--- config.mk ---
export PLATFORM = sky130hd
export DESIGN_NAME = prio_irq_arbiter
export DESIGN_NICKNAME = d
export VERILOG_FILES = /design/src/rtl/irq_arb_pkg.sv /design/src/rtl/irq_src_bank.sv /design/src/rtl/irq_pick.sv /design/src/rtl/prio_irq_arbiter.sv
export SDC_FILE = /design/constraint.sdc
export NUM_CORES = 1
export LEC_CHECK = 0
export BUFFER_PORTS_ARGS = -buffer_cell sky130_fd_sc_hd__buf_2
export CAP_MARGIN = 20
export CORE_MARGIN = 1.5
export CORE_UTILIZATION = 57
export CTS_CLUSTER_SIZE = 30
export DETAILED_ROUTE_END_ITERATION = 10
export PLACE_DENSITY = 0.74
export SETUP_SLACK_MARGIN = 0.15
export SLEW_MARGIN = 20
export SYNTH_ARGS = -nofsm -noshare
export SYNTH_HDL_FRONTEND = slang
export SYNTH_SLANG_ARGS = --single-unit
--- constraint.sdc ---
create_clock -name clk -period 33.2 [get_ports clk]
set_clock_uncertainty 0.05 [all_clocks]
set_input_delay 3.32 -clock clk [delete_from_list [all_inputs] [get_ports clk]]
set_output_delay 3.32 -clock clk [all_outputs]
set_load 0.01 [all_outputs]
--- src/rtl/irq_arb_pkg.sv ---
package irq_arb_pkg;

    localparam int LVL_W = 4;
    localparam int GRP_W = 2;

    typedef logic [LVL_W-1:0] lvl_t;
    typedef logic [GRP_W-1:0] grp_t;

    typedef struct packed {
        logic en;
        lvl_t lvl;
        grp_t grp;
    } src_cfg_t;

endpackage

--- src/rtl/irq_src_bank.sv ---
module irq_src_bank
    import irq_arb_pkg::*;
#(
    parameter int N_SRC = 8,
    parameter int CNT_W = 8,
    parameter int IDX_W = $clog2(N_SRC)
) (
    input  logic                   clk,
    input  logic                   rst_n,
    input  logic [N_SRC-1:0]       evt_i,
    input  logic                   cfg_we_i,
    input  logic [IDX_W-1:0]       cfg_idx_i,
    input  src_cfg_t               cfg_i,
    input  logic                   flag_we_i,
    input  logic [IDX_W-1:0]       flag_idx_i,
    input  logic                   flag_val_i,
    input  logic                   cnt_we_i,
    input  logic [IDX_W-1:0]       cnt_idx_i,
    input  logic [CNT_W-1:0]       cnt_val_i,
    input  logic                   ack_i,
    input  logic [IDX_W-1:0]       ack_idx_i,
    input  logic                   ack_xfer_i,
    output logic [N_SRC-1:0]       flags_o,
    output src_cfg_t [N_SRC-1:0]   cfg_o,
    output logic [N_SRC-1:0]       cnt_zero_o
);

    typedef struct packed {
        logic             flag;
        src_cfg_t         cfg;
        logic [CNT_W-1:0] cnt;
    } src_state_t;

    localparam logic [CNT_W-1:0] CNT_ONE = CNT_W'(1);

    for (genvar gi = 0; gi < N_SRC; gi++) begin : g_src
        src_state_t st_d, st_q;
        logic       hit_ack, hit_flag, hit_cfg, hit_cnt;

        assign hit_ack  = ack_i     && (ack_idx_i  == IDX_W'(gi));
        assign hit_flag = flag_we_i && (flag_idx_i == IDX_W'(gi));
        assign hit_cfg  = cfg_we_i  && (cfg_idx_i  == IDX_W'(gi));
        assign hit_cnt  = cnt_we_i  && (cnt_idx_i  == IDX_W'(gi));

        always_comb begin
            st_d = st_q;
            // service acknowledge: lowest precedence on the flag
            if (hit_ack) begin
                if (ack_xfer_i) begin
                    if (st_q.cnt != '0) begin
                        st_d.cnt = st_q.cnt - CNT_ONE;
                    end
                    // last transfer keeps the request alive for the CPU
                    st_d.flag = (st_q.cnt == CNT_ONE);
                end else begin
                    st_d.flag = 1'b0;
                end
            end
            if (evt_i[gi]) begin
                st_d.flag = 1'b1;
            end
            if (hit_flag) begin
                st_d.flag = flag_val_i;
            end
            if (hit_cfg) begin
                st_d.cfg = cfg_i;
            end
            if (hit_cnt) begin
                st_d.cnt = cnt_val_i;
            end
        end

        always_ff @(posedge clk) begin
            if (!rst_n) begin
                st_q <= '0;
            end else begin
                st_q <= st_d;
            end
        end

        assign flags_o[gi]    = st_q.flag;
        assign cfg_o[gi]      = st_q.cfg;
        assign cnt_zero_o[gi] = (st_q.cnt == '0);

        // final transfer of a channel leaves the request pending
        assert_flag_kept_R11: assert property (@(posedge clk) disable iff (!rst_n)
            (hit_ack && ack_xfer_i && st_q.cnt == CNT_ONE && !hit_flag)
            |=> st_q.flag);

        // software write decides the flag over event and acknowledge
        assert_sw_flag_R3: assert property (@(posedge clk) disable iff (!rst_n)
            hit_flag |=> (st_q.flag == $past(flag_val_i)));
    end

endmodule

--- src/rtl/irq_pick.sv ---
module irq_pick
    import irq_arb_pkg::*;
#(
    parameter int N_SRC = 8,
    parameter int IDX_W = $clog2(N_SRC)
) (
    input  logic [N_SRC-1:0]       flags_i,
    input  src_cfg_t [N_SRC-1:0]   cfg_i,
    input  lvl_t                   cpu_lvl_i,
    output logic                   found_o,
    output logic [IDX_W-1:0]       idx_o,
    output lvl_t                   lvl_o,
    output logic                   conflict_o
);

    localparam int KEY_W = LVL_W + GRP_W;

    logic [N_SRC-1:0] cand;
    logic [KEY_W-1:0] best_key;
    logic             seen, dup;

    always_comb begin
        for (int i = 0; i < N_SRC; i++) begin
            cand[i] = flags_i[i] && cfg_i[i].en && (cfg_i[i].lvl > cpu_lvl_i);
        end
    end

    // linear scan: strictly greater replaces, so the lowest index keeps a tie
    always_comb begin
        found_o  = 1'b0;
        idx_o    = '0;
        best_key = '0;
        for (int i = 0; i < N_SRC; i++) begin
            if (cand[i] && (!found_o || {cfg_i[i].lvl, cfg_i[i].grp} > best_key)) begin
                found_o  = 1'b1;
                idx_o    = IDX_W'(i);
                best_key = {cfg_i[i].lvl, cfg_i[i].grp};
            end
        end
        lvl_o = best_key[KEY_W-1 -: LVL_W];
    end

    always_comb begin
        seen = 1'b0;
        dup  = 1'b0;
        for (int i = 0; i < N_SRC; i++) begin
            if (cand[i] && ({cfg_i[i].lvl, cfg_i[i].grp} == best_key)) begin
                dup  = dup | seen;
                seen = 1'b1;
            end
        end
        conflict_o = found_o && dup;
    end

    // a winner always lies above the CPU level
    always_comb begin
        if (found_o) begin
            assert_pick_above_R7: assert (lvl_o > cpu_lvl_i);
        end
    end

endmodule

--- src/rtl/prio_irq_arbiter.sv ---
module prio_irq_arbiter
    import irq_arb_pkg::*;
#(
    parameter int N_SRC = 16,
    parameter int CNT_W = 8,
    localparam int IDX_W = $clog2(N_SRC)
) (
    input  logic               clk,
    input  logic               rst_n,
    input  logic [N_SRC-1:0]   evt_i,
    input  logic               cfg_we_i,
    input  logic [IDX_W-1:0]   cfg_idx_i,
    input  logic               cfg_en_i,
    input  logic [3:0]         cfg_lvl_i,
    input  logic [1:0]         cfg_grp_i,
    input  logic               flag_we_i,
    input  logic [IDX_W-1:0]   flag_idx_i,
    input  logic               flag_val_i,
    input  logic               cnt_we_i,
    input  logic [IDX_W-1:0]   cnt_idx_i,
    input  logic [CNT_W-1:0]   cnt_val_i,
    input  logic               ack_i,
    input  logic               ret_i,
    input  logic [3:0]         ret_lvl_i,
    output logic [N_SRC-1:0]   flags_o,
    output logic [3:0]         cpu_lvl_o,
    output logic               gnt_valid_o,
    output logic [IDX_W-1:0]   gnt_idx_o,
    output logic               gnt_xfer_o,
    output logic [3:0]         gnt_lvl_o,
    output logic               conflict_o
);

    typedef struct packed {
        logic             gnt_v;
        logic [IDX_W-1:0] gnt_idx;
        logic             gnt_xfer;
        lvl_t             gnt_lvl;
        lvl_t             cpu_lvl;
        logic             conflict;
    } arb_state_t;

    arb_state_t st_d, st_q;

    src_cfg_t               wr_cfg;
    src_cfg_t [N_SRC-1:0]   src_cfg;
    logic [N_SRC-1:0]       src_flags;
    logic [N_SRC-1:0]       cnt_zero;
    logic                   ack_fire;
    logic                   pick_found, pick_conflict;
    logic [IDX_W-1:0]       pick_idx;
    lvl_t                   pick_lvl;

    assign wr_cfg   = '{en: cfg_en_i, lvl: cfg_lvl_i, grp: cfg_grp_i};
    assign ack_fire = ack_i && st_q.gnt_v;

    irq_src_bank #(
        .N_SRC (N_SRC),
        .CNT_W (CNT_W),
        .IDX_W (IDX_W)
    ) i_bank (
        .clk        (clk),
        .rst_n      (rst_n),
        .evt_i      (evt_i),
        .cfg_we_i   (cfg_we_i),
        .cfg_idx_i  (cfg_idx_i),
        .cfg_i      (wr_cfg),
        .flag_we_i  (flag_we_i),
        .flag_idx_i (flag_idx_i),
        .flag_val_i (flag_val_i),
        .cnt_we_i   (cnt_we_i),
        .cnt_idx_i  (cnt_idx_i),
        .cnt_val_i  (cnt_val_i),
        .ack_i      (ack_fire),
        .ack_idx_i  (st_q.gnt_idx),
        .ack_xfer_i (st_q.gnt_xfer),
        .flags_o    (src_flags),
        .cfg_o      (src_cfg),
        .cnt_zero_o (cnt_zero)
    );

    irq_pick #(
        .N_SRC (N_SRC),
        .IDX_W (IDX_W)
    ) i_pick (
        .flags_i    (src_flags),
        .cfg_i      (src_cfg),
        .cpu_lvl_i  (st_q.cpu_lvl),
        .found_o    (pick_found),
        .idx_o      (pick_idx),
        .lvl_o      (pick_lvl),
        .conflict_o (pick_conflict)
    );

    always_comb begin
        st_d = st_q;
        if (ret_i) begin
            st_d.cpu_lvl = ret_lvl_i;
        end
        if (ack_fire) begin
            st_d.gnt_v = 1'b0;
            if (!st_q.gnt_xfer) begin
                st_d.cpu_lvl = st_q.gnt_lvl;
            end
        end
        // arbitrate only while no grant is outstanding
        if (!st_q.gnt_v && pick_found) begin
            st_d.gnt_v    = 1'b1;
            st_d.gnt_idx  = pick_idx;
            st_d.gnt_lvl  = pick_lvl;
            st_d.gnt_xfer = (pick_lvl[LVL_W-1:1] == '1) && !cnt_zero[pick_idx];
            st_d.conflict = st_q.conflict | pick_conflict;
        end
    end

    always_ff @(posedge clk) begin
        if (!rst_n) begin
            st_q <= '0;
        end else begin
            st_q <= st_d;
        end
    end

    assign flags_o     = src_flags;
    assign cpu_lvl_o   = st_q.cpu_lvl;
    assign gnt_valid_o = st_q.gnt_v;
    assign gnt_idx_o   = st_q.gnt_idx;
    assign gnt_xfer_o  = st_q.gnt_xfer;
    assign gnt_lvl_o   = st_q.gnt_lvl;
    assign conflict_o  = st_q.conflict;

    assert_grant_above_cpu_R7: assert property (@(posedge clk) disable iff (!rst_n)
        $rose(gnt_valid_o) |-> (gnt_lvl_o > $past(cpu_lvl_o)));

    assert_grant_hold_R8: assert property (@(posedge clk) disable iff (!rst_n)
        (gnt_valid_o && !ack_i) |=> (gnt_valid_o && $stable(gnt_idx_o)
                                     && $stable(gnt_xfer_o) && $stable(gnt_lvl_o)));

    assert_grant_drop_R8: assert property (@(posedge clk) disable iff (!rst_n)
        (gnt_valid_o && ack_i) |=> !gnt_valid_o);

    assert_xfer_top_R9: assert property (@(posedge clk) disable iff (!rst_n)
        (gnt_valid_o && gnt_xfer_o) |-> (gnt_lvl_o[3:1] == 3'b111));

    assert_cpu_entry_R10: assert property (@(posedge clk) disable iff (!rst_n)
        (gnt_valid_o && ack_i && !gnt_xfer_o) |=> (cpu_lvl_o == $past(gnt_lvl_o)));

    assert_ret_load_R12: assert property (@(posedge clk) disable iff (!rst_n)
        (ret_i && !(gnt_valid_o && ack_i && !gnt_xfer_o)) |=> (cpu_lvl_o == $past(ret_lvl_i)));

    assert_conflict_sticky_R13: assert property (@(posedge clk) disable iff (!rst_n)
        conflict_o |=> conflict_o);

endmodule

Word level (Yosys, flattened, before mapping)
Cells that the tools add are included.
W data, S select, Z words.
- bits in registers: 271
- input port bits: 55
- output and inout port bits: 31
- word-level logic and storage cells: 734
- add/sub/neg operators: 16
- $lt $le $gt $ge: 32
- equal/unequal tests: 93
- multiplexer cells: 212
- bitwise operators: 15
- reductions and logical operators: 280
- operators by type and width (kind ; count):
    $mux W8 ; 64
    $logic_and A1 B1 Y1 ; 131
    $eq A4 B4 Y1 const B ; 32
    $eq A8 B1 Y1 const B ; 16
    $logic_not A8 Y1 ; 16
    $reduce_bool A8 Y1 ; 16
    $sub A8 B1 Y8 const B ; 16
    $mux W1 ; 113
    $reduce_bool A2 Y1 ; 49
    $eq A6 B6 Y1 ; 16
    $mux W6 ; 16
    $gt A6 B6 Y1 ; 15
    $eq A4 B3 Y1 const B ; 16
    $gt A4 B4 Y1 ; 16
    $reduce_and A3 Y1 ; 16
    $reduce_bool A3 Y1 ; 16
    $mux W4 ; 11
    $eq A4 B2 Y1 const B ; 8
    $logic_not A1 Y1 ; 17
    $eq A4 B1 Y1 const B ; 4
    $logic_not A4 Y1 ; 4
    $logic_or A1 B1 Y1 ; 15
    $or A1 B1 Y1 ; 15
    $mux W3 ; 4
    other kinds (5) ; 6

Longest topological paths before layout
- depth in word-level cells: 97
- depth in mapped cells: 168
- mapped depth without buffers: 157

By module
Synthesis repeated with hierarchy kept, for this count alone.
- cell total of the unflattened synthesis: 2890
- area, all modules: 23450.0 um^2
- by module, submodules not included (module ; times used ; cells each ; area an instance (um^2) ; seq. area each (um^2)):
    irq_src_bank ; 1 ; 1580 ; 13834.5 ; 5124.9
    irq_pick ; 1 ; 1230 ; 8854.7 ; 0.0
    prio_irq_arbiter ; 1 ; 80 ; 760.7 ; 300.3

Least setup slack after synthesis
OpenSTA, ideal clock, no wires.
- kind: flip-flop to flip-flop
- start point: register st_q, in the netlist cpu_lvl_o[1]
- end point: register st_q, in the netlist conflict_o
- library setup time: 60 ps
- arrival: 28133 ps
- required time: 33090 ps
- slack: 4957 ps
- cell stages (with the launch flop): 155
- path buffers: 11
- period minus slack after synthesis: 28243 ps
- cells stage by stage: dfxtp_1 > inv_1 > ha_1 > nor2b_1 > o211ai_2 > a21oi_1 > buf_2 > nand2_1 > ha_1 > and4_1 > o21ai_1 > a32oi_1 > o21a_1 > buf_2 > o21ai_0 > inv_1 > ha_1 > nor2b_1 > (+119 left out) > nor2b_1 > o21a_1 > o21ai_0 > nand2b_1 > a21oi_1 > nor2b_1 > o22a_1 > o21ai_0 > mux2i_1 > buf_2 > xnor2_1 > a311oi_1 > o211ai_1 > a2111oi_0 > maj3_1 > nor3_1 > o211ai_1 > o221a_1
- word-level cells in the longest chain between the ends: 97
- elaborated cells between the ends (all ways): 203
- those cells by class: order compare: 31; eq/ne: 16; mux: 62; bitwise: 15; reduce/logical: 79
- ends and longest elaborated chain (element ; line ; RTL):
    start, declared ; prio_irq_arbiter.sv:43 ; arb_state_t st_d, st_q;
    start signal, assigned ; prio_irq_arbiter.sv:120 ; st_q <= st_d;
    $gt A4 B4 Y1 ; irq_pick.sv:24 ; cand[i] = flags_i[i] && cfg_i[i].en && (cfg_i[i].lvl > cpu_lvl_i);
    $logic_and A1 B1 Y1 ; irq_pick.sv:24 ;
    $mux W6 or $mux W1 (tied branches) ; irq_pick.sv:34 ; if (cand[i] && (!found_o || {cfg_i[i].lvl, cfg_i[i].grp} > best_key)) begin
    $gt A6 B6 Y1 or $logic_not A1 Y1 (tied branches) ; irq_pick.sv:34 ;
    $logic_or A1 B1 Y1 ; irq_pick.sv:34 ;
    $logic_and A1 B1 Y1 ; irq_pick.sv:34 ;
    $mux W6 or $mux W1 (tied branches) ; irq_pick.sv:34 ;
    $gt A6 B6 Y1 or $logic_not A1 Y1 (tied branches) ; irq_pick.sv:34 ;
    (+81 left out) ; - ;
    $or A1 B1 Y1 ; irq_pick.sv:48 ; dup = dup | seen;
    $mux W1 ; irq_pick.sv:47 ; if (cand[i] && ({cfg_i[i].lvl, cfg_i[i].grp} == best_key)) begin
    $or A1 B1 Y1 ; irq_pick.sv:48 ;
    $mux W1 ; irq_pick.sv:47 ;
    $or A1 B1 Y1 ; irq_pick.sv:48 ;
    $mux W1 ; irq_pick.sv:47 ;
    $logic_and A1 B1 Y1 ; irq_pick.sv:52 ; conflict_o = found_o && dup;
    $or A1 B1 Y1 ; prio_irq_arbiter.sv:112 ; st_d.conflict = st_q.conflict | pick_conflict;
Parallel ways exist; a longest one is shown, timed or not.
A chain may end at the register's enable or synchronous reset.

Worst setup path after layout
Same ends and word-level chain as after synthesis.

==> parameters.txt <==
Parameter                              Value

Run status
  Status ... complete, no violations

Timing
  RSZ-0062 raised after global routing ... false
  Relative slew margins ... 26.8%
  Max Clock Freq ... 32.4 MHz
  Final hold violation count ... 0
  Final critical-path required period ... 30.90 ns
  Final Max Slew Viols ... 0
  Total negative setup slack ... 0 ns
  Portion of the clock cycle consumed by the worst path in the final layout ... between 90% and 100%
  Final Setup Violations ... 0
  Minimum hold slack ... 0.474 ns
  Slew at the pin with the worst max-slew slack ... 1.09 ns

Cells and area
  Ant. Diodes ... 0
  Net count of the finished layout ... 2,965
  Number of filler cells placed in the layout ... 3,454
  Area of all placed cells without fillers ... 0.0241 mm^2
  Layout cell share with drive strength beyond 1 ... under 10%
  Post-layout util ... 62.6%
  Layout overhead on the synthesized area ... 8.34%

Route
  Metal-1 WL ... 28.1 mm
  Count of vias placed by the detailed router ... 20,800
  Via-per-instance ratio ... 6.37
  Met2 routed WL ... 33.8 mm
  Top routing layer in use ... met5
  Count of routing violations after the opening detailed-route iteration ... 1,682
  Final WL ... just over 70 mm
  TritonRoute pass-1 iters ... 6
  WL/cell ... 22.0 um
  Met3 wire length ... 5.34 mm
  Antenna-violating nets left ... 0
  # DRC ... 0

Global routing
  Via count of the first global-routing pass ... about 20,000
  Global router's overall resource usage ... 34.6%
  Pin count of the biggest net entering global routing ... 118
  Number of antenna violations at the first check in global routing ... 1
  Global-route wire length before repair ... roughly 110 mm
  Final global-route overflow total ... 0

Logic synthesis
  Yosys reg bits ... 271
  Synth top area cells ... sky130_fd_sc_hd__dfxtp_1 (24%), sky130_fd_sc_hd__ha_1 (10%), sky130_fd_sc_hd__mux2i_1 (6.7%)
  Area share of the largest cell type after synthesis ... ~24%
  Top cells by count, synth ... sky130_fd_sc_hd__nand2_1 (295), sky130_fd_sc_hd__dfxtp_1 (271), sky130_fd_sc_hd__ha_1 (184), sky130_fd_sc_hd__nor2b_1 (162), sky130_fd_sc_hd__mux2i_1 (150)
  Fraction of registers with async set/reset ... 0%
  Yosys synthesis warning count ... 0
  Number of enable flip-flop cells after synthesis ... 0
  Gate Count Post-Synth ... 2,732
  Library cell with the largest summed area after synthesis ... sky130_fd_sc_hd__dfxtp_1
  Seq/Total Area, Yosys ... approximately 24%
  Ys flop type ... sky130_fd_sc_hd__dfxtp_1
  Leading cell type by number of instances after synthesis ... sky130_fd_sc_hd__nand2_1
  Syn Std Cell Area ... roughly 0.022 mm^2
  Synthesized area per cell ... just over 8 um^2
  Post-Synthesis Net Count ... 2,971
  Library cells used by synthesis ... ~110

Critical path
  Highest-delay cell along the critical path ... sky130_fd_sc_hd__or4b_1
  Critical path peak fanout ... 20
  Cell seen most often among critical-path stages ... sky130_fd_sc_hd__ha_1
  Crit path required time ... around 34 ns
  Origin of the critical flop-to-flop path ... cpu_lvl_o[1]
  Depth of the worst register-to-register path ... 151
  Endpoint class of the critical path ... flip-flop
  Minimum setup slack among reg-to-reg paths ... ~2.3 ns
  Category of the most critical setup path ... reg -> reg
  Startpoint type of the worst setup path ... flip-flop
  Max stage delay on crit path ... 0.53 ns
  Arrival time at the worst endpoint ... 31.35 ns
  Critical R2R Capture ... conflict_o

Power
  Cell Pwr Density ... ~35 mW/mm^2
  LEAKAGE ... 10.8 nW
  Peak supply drop ... around 0.038 mV
  Total Power Consumption ... about 0.83 mW

Floorplanning
  Die height ... 201 um
  Die boundary width ... roughly 200 um
  Starting Density ... 57.8%
  Row count ... ~70
  Area of the die ... between 0.04 and 0.05 mm^2
  Core area ... between 0.03 and 0.04 mm^2
  Number of top-level pins ... 86

Hold path
  Endpoint, Worst Hold ... i_bank.cfg_o[48]
  Worst hold path depth ... 2
  Hold path start ... i_bank.cfg_o[48]
  Worst Hold Class ... reg -> reg

Job
  Number of maximum-capacitance violations ... 0

Clock tree
  Clock slew at reported path FFs ... 0.06 ns
  Number of hold buffers added after CTS ... 0
  Worst-skew pair later-pin latency ... 0.57 ns
  TritonCTS clock tree ... yes
  Number of buffers on the longest clock path ... 3
  Level count of the clock H-tree ... 2
  Root buffer cell ... sky130_fd_sc_hd__clkbuf_16
  Clock sinks ... 271
  Number of buffers added by the clock tree synthesis step ... 34

Placed design
  Total cell area at the placement stage ... 0.0228 mm^2
  Weighted congestion at the end of routability-driven global placement ... about 1.0
  DPL Wire Length ... between 50 and 60 mm
  PortBufs ... 85
-- what timing repair did --
item                                    in CTS  in global routing
gates resized for setup                      0                 29
endpoints found under the setup margin       0                 10
setup buffers                                0                  7
-- power by group --
group	leakage [nW]	switching, mW	internal, mW
Clock	0.556	0.159	0.222
Combinational	8.09	0.0668	0.0410
Sequential	2.20	0.0118	0.332
Total	10.8	0.238	0.596
-- stage by stage --
step,setup WS (ns),instances
finish,2.30,3269
global placement,1.82,3201
CTS,0.429,3262
global route,0.106,3269
detailed placement,0.537,3201
floorplan,4.96,2732
-- registers in the layout, indices dropped and copies added, names as in the netlist --
| signal | flops |
|---|---|
| gnt_lvl_o | 4 |
| cpu_lvl_o | 4 |
| gnt_idx_o | 4 |
| i_bank.cfg_o | 112 |
| i_bank.flags_o | 16 |
| gnt_xfer_o | 1 |
| gnt_valid_o | 1 |
| conflict_o | 1 |
| i_bank.g_src.st_q | 128 |
-- critical path, delay by kind of cell, from the launching register on --
family	cells	cell delay, ns
AO/OA/AOI/OAI	64	13.16
XOR/XNOR	1	0.16
adder cells (fa/ha/maj)	18	5.28
buffers and inverters	17	2.29
flip-flops	1	0.32
multiplexers	10	3.26
AND/OR/NAND/NOR	41	6.19
-- final cells by class --
type | count | area (um^2) | share of cell area (%)
Multi-Input combinational cell | 2175 | 15800 | 65.4
Sequential cell | 271 | 5430 | 22.5
Clock buffer | 51 | 1010 | 4.21
Tap cell | 518 | 648 | 2.69
Timing Repair Buffer | 111 | 643 | 2.67
Inverter | 133 | 499 | 2.07
Clock inverter | 10 | 128 | 0.529
-- cells in the final DEF (no fill, tap or decap), types with 93 or more instances in the layout --
| cell | count |
|---|---|
| sky130_fd_sc_hd__mux2i_1 | 147 |
| sky130_fd_sc_hd__ha_1 | 184 |
| sky130_fd_sc_hd__o211a_1 | 124 |
| sky130_fd_sc_hd__dfxtp_1 | 271 |
| sky130_fd_sc_hd__nand2_1 | 295 |
| sky130_fd_sc_hd__o21ai_0 | 113 |
| sky130_fd_sc_hd__xnor2_1 | 119 |
| sky130_fd_sc_hd__inv_1 | 131 |
| sky130_fd_sc_hd__nor2b_1 | 162 |
| sky130_fd_sc_hd__nand3_1 | 93 |
| sky130_fd_sc_hd__nor2_1 | 130 |
-- cells by family (layout without fill, tap and decap cells) --
kind of cell               after synthesis  count (layout)  synth area share (%)
AOI/OAI and AO/OA                      618             618                  21.3
xor gates and xnor gates               206             206                  8.17
adders and majority gates              192             192                  10.7
buffers and inverters                  286             305                  5.33
DFF                                    271             271                  24.4
muxes                                  167             167                  7.64
and+or+nand+nor                        992             992                  22.5
-- worst max-delay path by stage --
stage          cells past startpoint          to  slack (ns)          from
3_3_place_gp                     142  conflict_o        1.82  cpu_lvl_o[2]
5_1_grt                          152  conflict_o        0.11  cpu_lvl_o[1]
3_5_place_dp                     146  conflict_o        0.54  cpu_lvl_o[1]
2_1_floorplan                    154  conflict_o        4.96  cpu_lvl_o[1]
6_report                         151  conflict_o        2.30  cpu_lvl_o[1]
4_1_cts                          147  conflict_o        0.43  cpu_lvl_o[1]
-- routing by layer --
layer  GRT usage [%]  up-vias
met5               0        -
met4            20.6        2
met3            6.22      290
met2            59.2      899
met1            40.4     9836
li1                -     9812
(Power assumes the default switching activity.)
